[src/rtl/idrom_i2c_slave.sv]
module idrom_i2c_slave #(
  parameter logic [6:0] DEV_ADDR = 7'h40,
  parameter int         LAST     = 16
) (
  input  logic clk,
  input  logic rst_n,
  input  logic en,
  input  logic scl_i,
  input  logic sda_i,
  output logic sda_oe
);
  localparam int PW = $clog2(LAST + 1);
  localparam int NCHR = 15;
  localparam logic [8*NCHR-1:0] ID_TEXT = "DP-HDMI ADAPTOR";
  localparam logic [PW-1:0] LASTP = PW'(LAST);
  localparam logic [7:0] LAST8 = 8'(LAST);

  typedef enum logic [2:0] {S_IDLE, S_ADDR, S_AACK, S_OFFS, S_OACK, S_TX, S_TACK, S_WAIT} st_t;

  logic [1:0] scl_s, sda_s;
  logic scl_d, sda_d;
  st_t st_q;
  logic [3:0] cnt_q;
  logic [7:0] sr_q;
  logic [PW-1:0] ptr_q;
  logic rw_q, rd_q, mack_q, oe_q;

  wire scl = scl_s[1];
  wire sda = sda_s[1];
  wire start_det = scl & scl_d & sda_d & ~sda;
  wire stop_det = scl & scl_d & ~sda_d & sda;
  wire scl_rise = scl & ~scl_d;
  wire scl_fall = ~scl & scl_d;

  function automatic logic [7:0] rom_at(input logic [PW-1:0] p);
    if (int'(p) < NCHR) return ID_TEXT[8*(NCHR-1-int'(p)) +: 8];
    else if (int'(p) == NCHR) return 8'h04;
    else return 8'hFF;
  endfunction

  wire [PW-1:0] ptr_nx = (ptr_q == LASTP) ? ptr_q : ptr_q + 1'b1;
  wire [PW-1:0] offs_clamp = (sr_q > LAST8) ? LASTP : sr_q[PW-1:0];
  wire [7:0] byte_cur = rom_at(ptr_q);
  wire [7:0] byte_nx = rom_at(ptr_nx);

  always_ff @(posedge clk or negedge rst_n) begin
    if (!rst_n) begin
      scl_s <= 2'b11;
      sda_s <= 2'b11;
      scl_d <= 1'b1;
      sda_d <= 1'b1;
    end else begin
      scl_s <= {scl_s[0], scl_i};
      sda_s <= {sda_s[0], sda_i};
      scl_d <= scl;
      sda_d <= sda;
    end
  end

  always_ff @(posedge clk or negedge rst_n) begin
    if (!rst_n) begin
      st_q   <= S_IDLE;
      cnt_q  <= '0;
      sr_q   <= '0;
      ptr_q  <= '0;
      rw_q   <= 1'b0;
      rd_q   <= 1'b0;
      mack_q <= 1'b0;
      oe_q   <= 1'b0;
    end else if (!en) begin
      st_q <= S_IDLE;
      oe_q <= 1'b0;
    end else if (start_det) begin
      st_q  <= S_ADDR;
      cnt_q <= '0;
      oe_q  <= 1'b0;
    end else if (stop_det) begin
      st_q <= S_IDLE;
      oe_q <= 1'b0;
      rd_q <= 1'b0;
      if (rd_q) ptr_q <= '0;
    end else begin
      case (st_q)
        S_ADDR: begin
          if (scl_rise) begin
            sr_q  <= {sr_q[6:0], sda};
            cnt_q <= cnt_q + 1'b1;
          end else if (scl_fall && cnt_q == 4'd8) begin
            if (sr_q[7:1] == DEV_ADDR) begin
              oe_q <= 1'b1;
              rw_q <= sr_q[0];
              st_q <= S_AACK;
            end else begin
              st_q <= S_IDLE;
            end
          end
        end
        S_AACK: if (scl_fall) begin
          cnt_q <= '0;
          if (rw_q) begin
            oe_q <= ~byte_cur[7];
            sr_q <= {byte_cur[6:0], 1'b0};
            rd_q <= 1'b1;
            st_q <= S_TX;
          end else begin
            oe_q <= 1'b0;
            st_q <= S_OFFS;
          end
        end
        S_OFFS: begin
          if (scl_rise) begin
            sr_q  <= {sr_q[6:0], sda};
            cnt_q <= cnt_q + 1'b1;
          end else if (scl_fall && cnt_q == 4'd8) begin
            ptr_q <= offs_clamp;
            oe_q  <= 1'b1;
            st_q  <= S_OACK;
          end
        end
        S_OACK: if (scl_fall) begin
          oe_q <= 1'b0;
          st_q <= S_WAIT;
        end
        S_TX: begin
          if (scl_rise) begin
            cnt_q <= cnt_q + 1'b1;
          end else if (scl_fall) begin
            if (cnt_q == 4'd8) begin
              oe_q <= 1'b0;
              st_q <= S_TACK;
            end else begin
              oe_q <= ~sr_q[7];
              sr_q <= {sr_q[6:0], 1'b0};
            end
          end
        end
        S_TACK: begin
          if (scl_rise) begin
            mack_q <= ~sda;
          end else if (scl_fall) begin
            if (mack_q) begin
              ptr_q <= ptr_nx;
              oe_q  <= ~byte_nx[7];
              sr_q  <= {byte_nx[6:0], 1'b0};
              cnt_q <= '0;
              st_q  <= S_TX;
            end else begin
              st_q <= S_WAIT;
            end
          end
        end
        default: oe_q <= 1'b0;
      endcase
    end
  end

  assign sda_oe = oe_q & en;

  p_ack_drives_r1: assert property (@(posedge clk) disable iff (!rst_n)
    (st_q == S_AACK) |-> oe_q);
  p_nack_release_r4: assert property (@(posedge clk) disable iff (!rst_n)
    (en && st_q == S_TACK && scl_fall && !mack_q && !start_det && !stop_det) |=> !oe_q);
  p_ptr_sat_r5: assert property (@(posedge clk) disable iff (!rst_n)
    int'(ptr_q) <= LAST);
  p_disabled_quiet_r7: assert property (@(posedge clk) disable iff (!rst_n)
    !en |=> !oe_q);
  p_no_drive_on_high_r9: assert property (@(posedge clk) disable iff (!rst_n)
    scl |-> !$rose(oe_q));
endmodule

[config.mk]
export PLATFORM = sky130hd
export DESIGN_NAME = idrom_i2c_slave
export DESIGN_NICKNAME = d
export VERILOG_FILES = /design/src/rtl/idrom_i2c_slave.sv
export SDC_FILE = /design/constraint.sdc
export NUM_CORES = 1
export LEC_CHECK = 0
export ABC_AREA = 1
export CAP_MARGIN = 20
export CORE_MARGIN = 1.5
export CORE_UTILIZATION = 65
export CTS_BUF_LIST = sky130_fd_sc_hd__clkbuf_16
export CTS_CLUSTER_DIAMETER = 100
export DETAILED_ROUTE_END_ITERATION = 12
export GPL_TIMING_DRIVEN = 0
export PLACE_DENSITY = 0.91
export SLEW_MARGIN = 10
export SYNTH_ARGS = -nofsm -noshare
export SYNTH_HDL_FRONTEND = slang
export SYNTH_SLANG_ARGS = --single-unit
export TNS_END_PERCENT = 20
[constraint.sdc]
create_clock -name clk -period 4.5 [get_ports clk]
set_clock_uncertainty 0.1 [all_clocks]
set_input_delay 0.675 -clock clk [delete_from_list [all_inputs] [get_ports clk]]
set_output_delay 0.675 -clock clk [all_outputs]
set_load 0.01 [all_outputs]
==> flow_metrics.py, run 1 <==
metrics = {
    "setup_path": {
        "cp_data_required_time_ns": 4.55,
        "cp_top_family": "compound AO/OA/AOI/OAI gates",
        "end_kind": "flip-flop",
        "critPathLaunchType": "flip-flop",
        "worstPathArrival_ns": 2.77,
        "slowest_delay_ns": 0.52,
        "cp_cell_sequence": "inv_1 > buf_2 > ha_1 > buf_2 > nand3_1 > o21ai_4 > nand2_2 > o21ai_0 > o311ai_1 > nand3_1 > o21ai_1",
        "slowest_stage": "dfrtp_1",
        "crit_path_max_fanout": 12,
        "path_buf_inv": 3,
        "worst-setup-path-type": "reg2reg",
    },
    "timing": {
        "slew_headroom": 0.494,
        "tightest_slew_ns": 0.752,
        "rsz0062_at_grt": "false",
        "timing.fmax_ghz": 0.368,
        "setup_viol": 0,
        "drv_slew": 0,
        "finalSetupTns_ns": 0,
        "finalHoldViolations": 0,
        "fin_crit_ns": 2.72,
        "finalCritPeriodShare": 0.603,
    },
    "die": {
        "initial_core_util": 0.700,
        "dieWidth_microns": 66.7,
        "die_area_sq_um": 4450,
        "core_sq_um": 3770,
        "die_h_microns": 66.7,
        "rows": 22,
        "ios": 6,
    },
    "synthesis": {
        "syn_area_per_cell_sq_um": 6.50,
        "ys_types": 42,
        "yosysSeqAreaShare": 0.287,
        "synth_largest_area_cell": "dfrtp_1",
        "ys_ff_latch": 30,
        "synth.area.top_cells": "dfrtp_1 (23%), nand2_1 (16%), inv_1 (7.5%), nand3_1 (6.1%), dfstp_2 (6.0%)",
        "yosysMostFrequentCell": "nand2_1",
        "synth-main-ff-cell": "dfrtp_1",
        "netlist_instances": 406,
        "syn_nets": 418,
        "async_flop_share": 1.00,
        "yosysWarningCount": 0,
        "synth_edf_count": 0,
        "synthTopCellsByCount": "nand2_1 (116), inv_1 (53), nor2_1 (34)",
        "synth_top_area_share": 0.227,
        "syn-cell-area_sq_um": 2640,
    },
    "finish": {
        "area_growth_pct": 10.2,
        "fill_cells": 299,
        "finalNetCount": 430,
        "diodes": 0,
        "drive_gt1_frac": 0.158,
        "fin_cells": 467,
    },
    "cts": {
        "cts_hold_buf": 0,
        "post_cts_resize_count": 0,
        "numCtsBuffers": 5,
        "cts_root_buf": "clkbuf_16",
        "tritoncts": "built",
        "htree_levels": 2,
        "cts_buffer_depth": 2,
        "cts_setup_buffers": 0,
        "insertion_delay_ns": 0.28,
        "clkSinkCount": 30,
        "clkTransAtPathRegs_ns": 0.05,
    },
    "placed_design": {
        "dp_cells": 459,
        "routabilityCongestion": 0.970,
        "place_hpwl_microns": 4880,
        "io_buffers": 5,
    },
    "global_routing": {
        "grt_usage": 0.337,
        "grt_pass1_wl_microns": 11100,
        "antenna_found_initial": 0,
        "grt_start_max_net_pins": 31,
        "gr-total-overflow": 0,
        "grt_pass1_vias": 2475,
    },
    "drt": {
        "vias_per_cell": 5.74,
        "maxUsedRoutingLayer": "met4",
        "dr.pass1.iters": 5,
        "num_vias": 2682,
        "route.met2.wl_microns": 3260,
        "wl_met1_microns": 2790,
        "wirelength_microns": 6590,
        "drc_errors": 0,
        "first_iter_violations": 250,
        "wl_per_cell_microns": 14.1,
        "ant_nets": 0,
        "dr_wl_met3_microns": 378,
    },
    "worst_hold_path": {
        "holdCritPathClass": "reg2reg",
    },
    "power": {
        "p_leak_uw": 0.00145,
        "power.density_nw_per_um2": 673,
        "ir_drop_mv": 0.356,
    },
    "outcome": {
        "status": "complete, no violations",
    },
    "job": {
        "maxCapViolations": 0,
    },
}
worst paths after layout:
kind	from	end	slack [ns]	cells after the start
min in group asynchronous	rst_n	mack_q	0.33	1
max	ptr_q[0]	oe_q	1.78	11
max reg2reg	ptr_q[0]	oe_q	1.78	11
max in group asynchronous	rst_n	sr_q[1]	3.55	1
min reg2reg	sda_s[0]	sda_s[1]	0.26	0
min	sda_s[0]	sda_s[1]	0.26	0
power breakdown:
part	total, uW	switching, uW	internal, uW
clock	375	116	258
sequential	456	101	356
combinational	1130	777	351
registers in the layout (all words and copies together), names as in the netlist:
name and flops:
sda_d 1, ptr_q 5, sda_s 2, scl_s 2, cnt_q 4, oe_q 1, st_q 3, rd_q 1
mack_q 1, sr_q 8, scl_d 1, rw_q 1
logic make-up after synthesis:
kind of cell | count (synthesis) | synth area share
xor gates and xnor gates | 2 | 0.00664
and+or+nand+nor | 226 | 0.398
adders and majority gates | 7 | 0.0332
DFF | 30 | 0.287
buffers and inverters | 67 | 0.105
AOI/OAI and AO/OA | 74 | 0.170
routing by layer:
| metal | vias up | GRT usage |
|---|---|---|
| li1 | 1345 | - |
| met4 | 0 | 0.120 |
| met2 | 105 | 0.609 |
| met1 | 1216 | 0.400 |
| met5 | - | 0 |
| met3 | 16 | 0.0557 |
through the flow:
stage | hold WS, ns | utilization | instance area [sq um] | setup WS (ns) | total power (uW)
final | 0.256 | 0.772 | 2910 | 1.78 | 1960
after floorplan | 0.245 | - | 2640 | 2.31 | 1300
after detailed placement | 0.251 | 0.728 | 2750 | 1.79 | 1550
after global placement | 0.245 | 0.729 | 2750 | 1.80 | 1520
after global routing | 0.260 | 0.772 | 2910 | 1.65 | 2120
after CTS | 0.258 | 0.772 | 2910 | 1.81 | 1930
placed cells by master (no fill, tap or decap), types with 4 or more instances in the layout:
cell type        instances
clkbuf_16                5
dfrtp_1                 24
nor2_1                  34
nand2_1                116
inv_1                   53
clkdlybuf4s50_1          4
nand3_2                  4
a21oi_1                 19
o21ai_0                 26
o31ai_1                  6
o21ai_1                  6
nor2_2                   9
ha_1                     7
nor3_1                   4
nor2_4                   4
dfstp_2                  6
nand3_1                 32
nand2_2                 12
inv_2                    7
final cells by class:
class                           instances  area [sq um]  area share
Tap cell                               48          60.1      0.0206
Timing Repair Buffer                    5          45.0      0.0155
Sequential cell                        30           758       0.261
Multi-Input combinational cell        309          1600       0.551
Clock inverter                          3          40.0      0.0138
Inverter                               62           234      0.0804
Buffer                                  5          43.8      0.0150
Clock buffer                            5           125      0.0430
Power figures use the tool's default switching activity.
==> inputs of run 2 (changes only) <==
CORE_UTILIZATION = 63   (was 65)
PLACE_DENSITY = 0.89   (was 0.91)
clock period = 2.8 ns   (was 4.5 ns; I/O delays follow)
==> run 2 against run 1 <==
Net effect:
- wire length is 1.4% lower
- combinational power is 58% higher
- clock power increased by 83%
- clock-buffer cell count unchanged
- non-clock buffer count did not move
- sequential share of layout area fell by 0.20 points
- flip-flop and latch count is the same
- setup slack worse by 1.5 ns
- critical path type unchanged
- critical endpoint is now sr_q[1]
==> flow_metrics.py, run 2 (synthesis results as in run 1) <==
metrics = {
    "die": {
        "core_sq_um": 4000,
        "initial_core_util": 0.660,
        "die_h_microns": 67.7,
        "die_area_sq_um": 4590,
        "rows": 23,
        "ios": 6,
        "dieWidth_microns": 67.7,
    },
    "cts": {
        "cts_root_buf": "clkbuf_16",
        "cts_buffer_depth": 2,
        "tritoncts": "built",
        "clkSinkCount": 30,
        "numCtsBuffers": 5,
        "htree_levels": 2,
        "clkTransAtPathRegs_ns": 0.05,
        "insertion_delay_ns": 0.27,
    },
    "timing": {
        "setup_viol": 0,
        "finalSetupTns_ns": 0,
        "fin_hold_ws_ns": 0.0776,
        "drv_slew": 0,
        "slew_headroom": 0.549,
        "finalHoldViolations": 0,
        "timing.fmax_ghz": 0.395,
        "fin_crit_ns": 2.53,
        "rsz0062_at_grt": "false",
        "finalCritPeriodShare": 0.905,
        "tightest_slew_ns": 0.670,
    },
    "finish": {
        "top_regs": "sr_q (8), ptr_q (5), cnt_q (4)",
        "largest_reg_flops": 8,
        "diodes": 0,
        "final_cell_mix": "nand2_1 (116), inv_1 (53), nor2_1 (34), nand3_1 (32), o21ai_0 (25)",
        "finalNetCount": 430,
        "regMostFlops": "sr_q",
        "drive_gt1_frac": 0.158,
        "final_common_cell": "nand2_1",
        "area_growth_pct": 11.3,
    },
    "global_routing": {
        "antenna_found_initial": 0,
        "top_usage_layer": "met2",
        "grt_pass1_vias": 2434,
        "gr-usage-met2": 0.553,
        "grt_start_max_net_pins": 31,
        "grt_usage": 0.312,
        "gr-total-overflow": 0,
        "grt_pass1_wl_microns": 10700,
        "met3_usage": 0.0600,
        "met1_usage": 0.361,
    },
    "job": {
        "maxCapViolations": 0,
    },
    "power": {
        "ir_drop_mv": 0.594,
        "p_leak_uw": 0.00146,
        "power.density_nw_per_um2": 1090,
        "finalPower_uw": 3210,
    },
    "setup_path": {
        "ff2ff_setup_slack_ns": 0.27,
        "cp-endpoint": "sr_q[1]",
        "end_kind": "flip-flop",
        "cp-startpoint": "ptr_q[0]",
        "worstPathArrival_ns": 2.65,
        "rr_worst_depth": 14,
        "cp_data_required_time_ns": 2.91,
        "r2r-start": "ptr_q[0]",
        "crit_path_max_fanout": 12,
        "critPathLaunchType": "flip-flop",
        "worst-setup-path-type": "reg2reg",
        "worst_r2r_endpoint": "sr_q[1]",
    },
    "worst_hold_path": {
        "holdCritPathClass": "in2async",
    },
    "outcome": {
        "status": "complete, no violations",
    },
    "drt": {
        "ant_nets": 0,
        "drc_errors": 0,
        "dr.pass1.iters": 5,
        "first_iter_violations": 250,
        "vias_per_cell": 5.75,
        "wl_per_cell_microns": 13.9,
        "wirelength_microns": 6500,
        "num_vias": 2697,
    },
    "placed_design": {
        "routabilityCongestion": 0.979,
        "place_hpwl_microns": 4960,
        "io_buffers": 5,
    },
}
run 2: changes by cell type in the layout (fill, tap and decap cells not counted), sizes merged:
cell	change
bufinv	+1
clkinv	-1
run 2: area by class of cell:
| class | instances | area [sq um] |
|---|---|---|
| buffer | 5 | 43.8 |
| clock buffer | 5 | 125 |
| clock inverter | 3 | 63.8 |
| fill | 336 | 1060 |
| inverter | 62 | 234 |
| multi-input combinational | 309 | 1600 |
| sequential | 30 | 759 |
| tap | 50 | 62.6 |
| timing repair buffer | 5 | 45.0 |
run 2: what timing repair did:
action | 4_1_cts | 5_1_grt
hold buffers | 0 | 0
resized for setup | 0 | 2
setup endpoints to repair | 0 | 2
buffers inserted | 0 | 0
run 2: routing by layer:
layer / routed length (microns) / share of wire / vias to the layer above
met2: 3300 / 0.51 / 92
met4: 136 / 0.021 / 0
met3: 334 / 0.051 / 16
met5: 0 / 0 / -
met1: 2720 / 0.42 / 1239
li1: - / - / 1350
run 2: how the worst min path moves through the flow:
| stage | from | to | slack [ns] | depth (start not counted) |
|---|---|---|---|---|
| after detailed placement | scl_s[0] | scl_s[1] | 0.25 | 0 |
| final | rst_n | mack_q | 0.08 | 1 |
| after global routing | rst_n | mack_q | 0.14 | 1 |
| after floorplan | rst_n | cnt_q[0] | 0.02 | 0 |
| after global placement | scl_s[0] | scl_s[1] | 0.25 | 0 |
| after CTS | rst_n | mack_q | 0.09 | 1 |
run 2: worst max-delay path, stage by stage, from the launching register on:
cell and delay [ns]:
dfrtp_2 0.45, inv_1 0.09, buf_2 0.21, ha_1 0.33, buf_2 0.22, nand2_1 0.09, inv_1 0.08, nand2_1 0.11
nand2_1 0.11, inv_1 0.04, o21ai_0 0.23, nand3_1 0.12, a21oi_1 0.17, nand2_1 0.07, nand2_1 0.06
run 2: per-stage QoR:
step                      cell area, sq um   util  setup slack (ns)  std cells
after CTS                             2940  0.734             0.151        469
after global routing                  2940  0.734            0.0755        469
after detailed placement              2750  0.687             0.189        461
final                                 2940  0.734             0.266        469
after global placement                2750  0.688             0.188        461
after floorplan                       2640      -             0.610        406
run 2: power breakdown:
part	switching, uW	total (uW)	internal [uW]
registers	165	739	573
clock network	182	688	506
logic	1220	1780	564
total	1570	3210	1640
==> inputs of run 3 (changes only) <==
CAP_MARGIN = 25   (was 20)
==> results of run 3 <==
No change in the layout: final DEF, timing and power equal those of run 2.
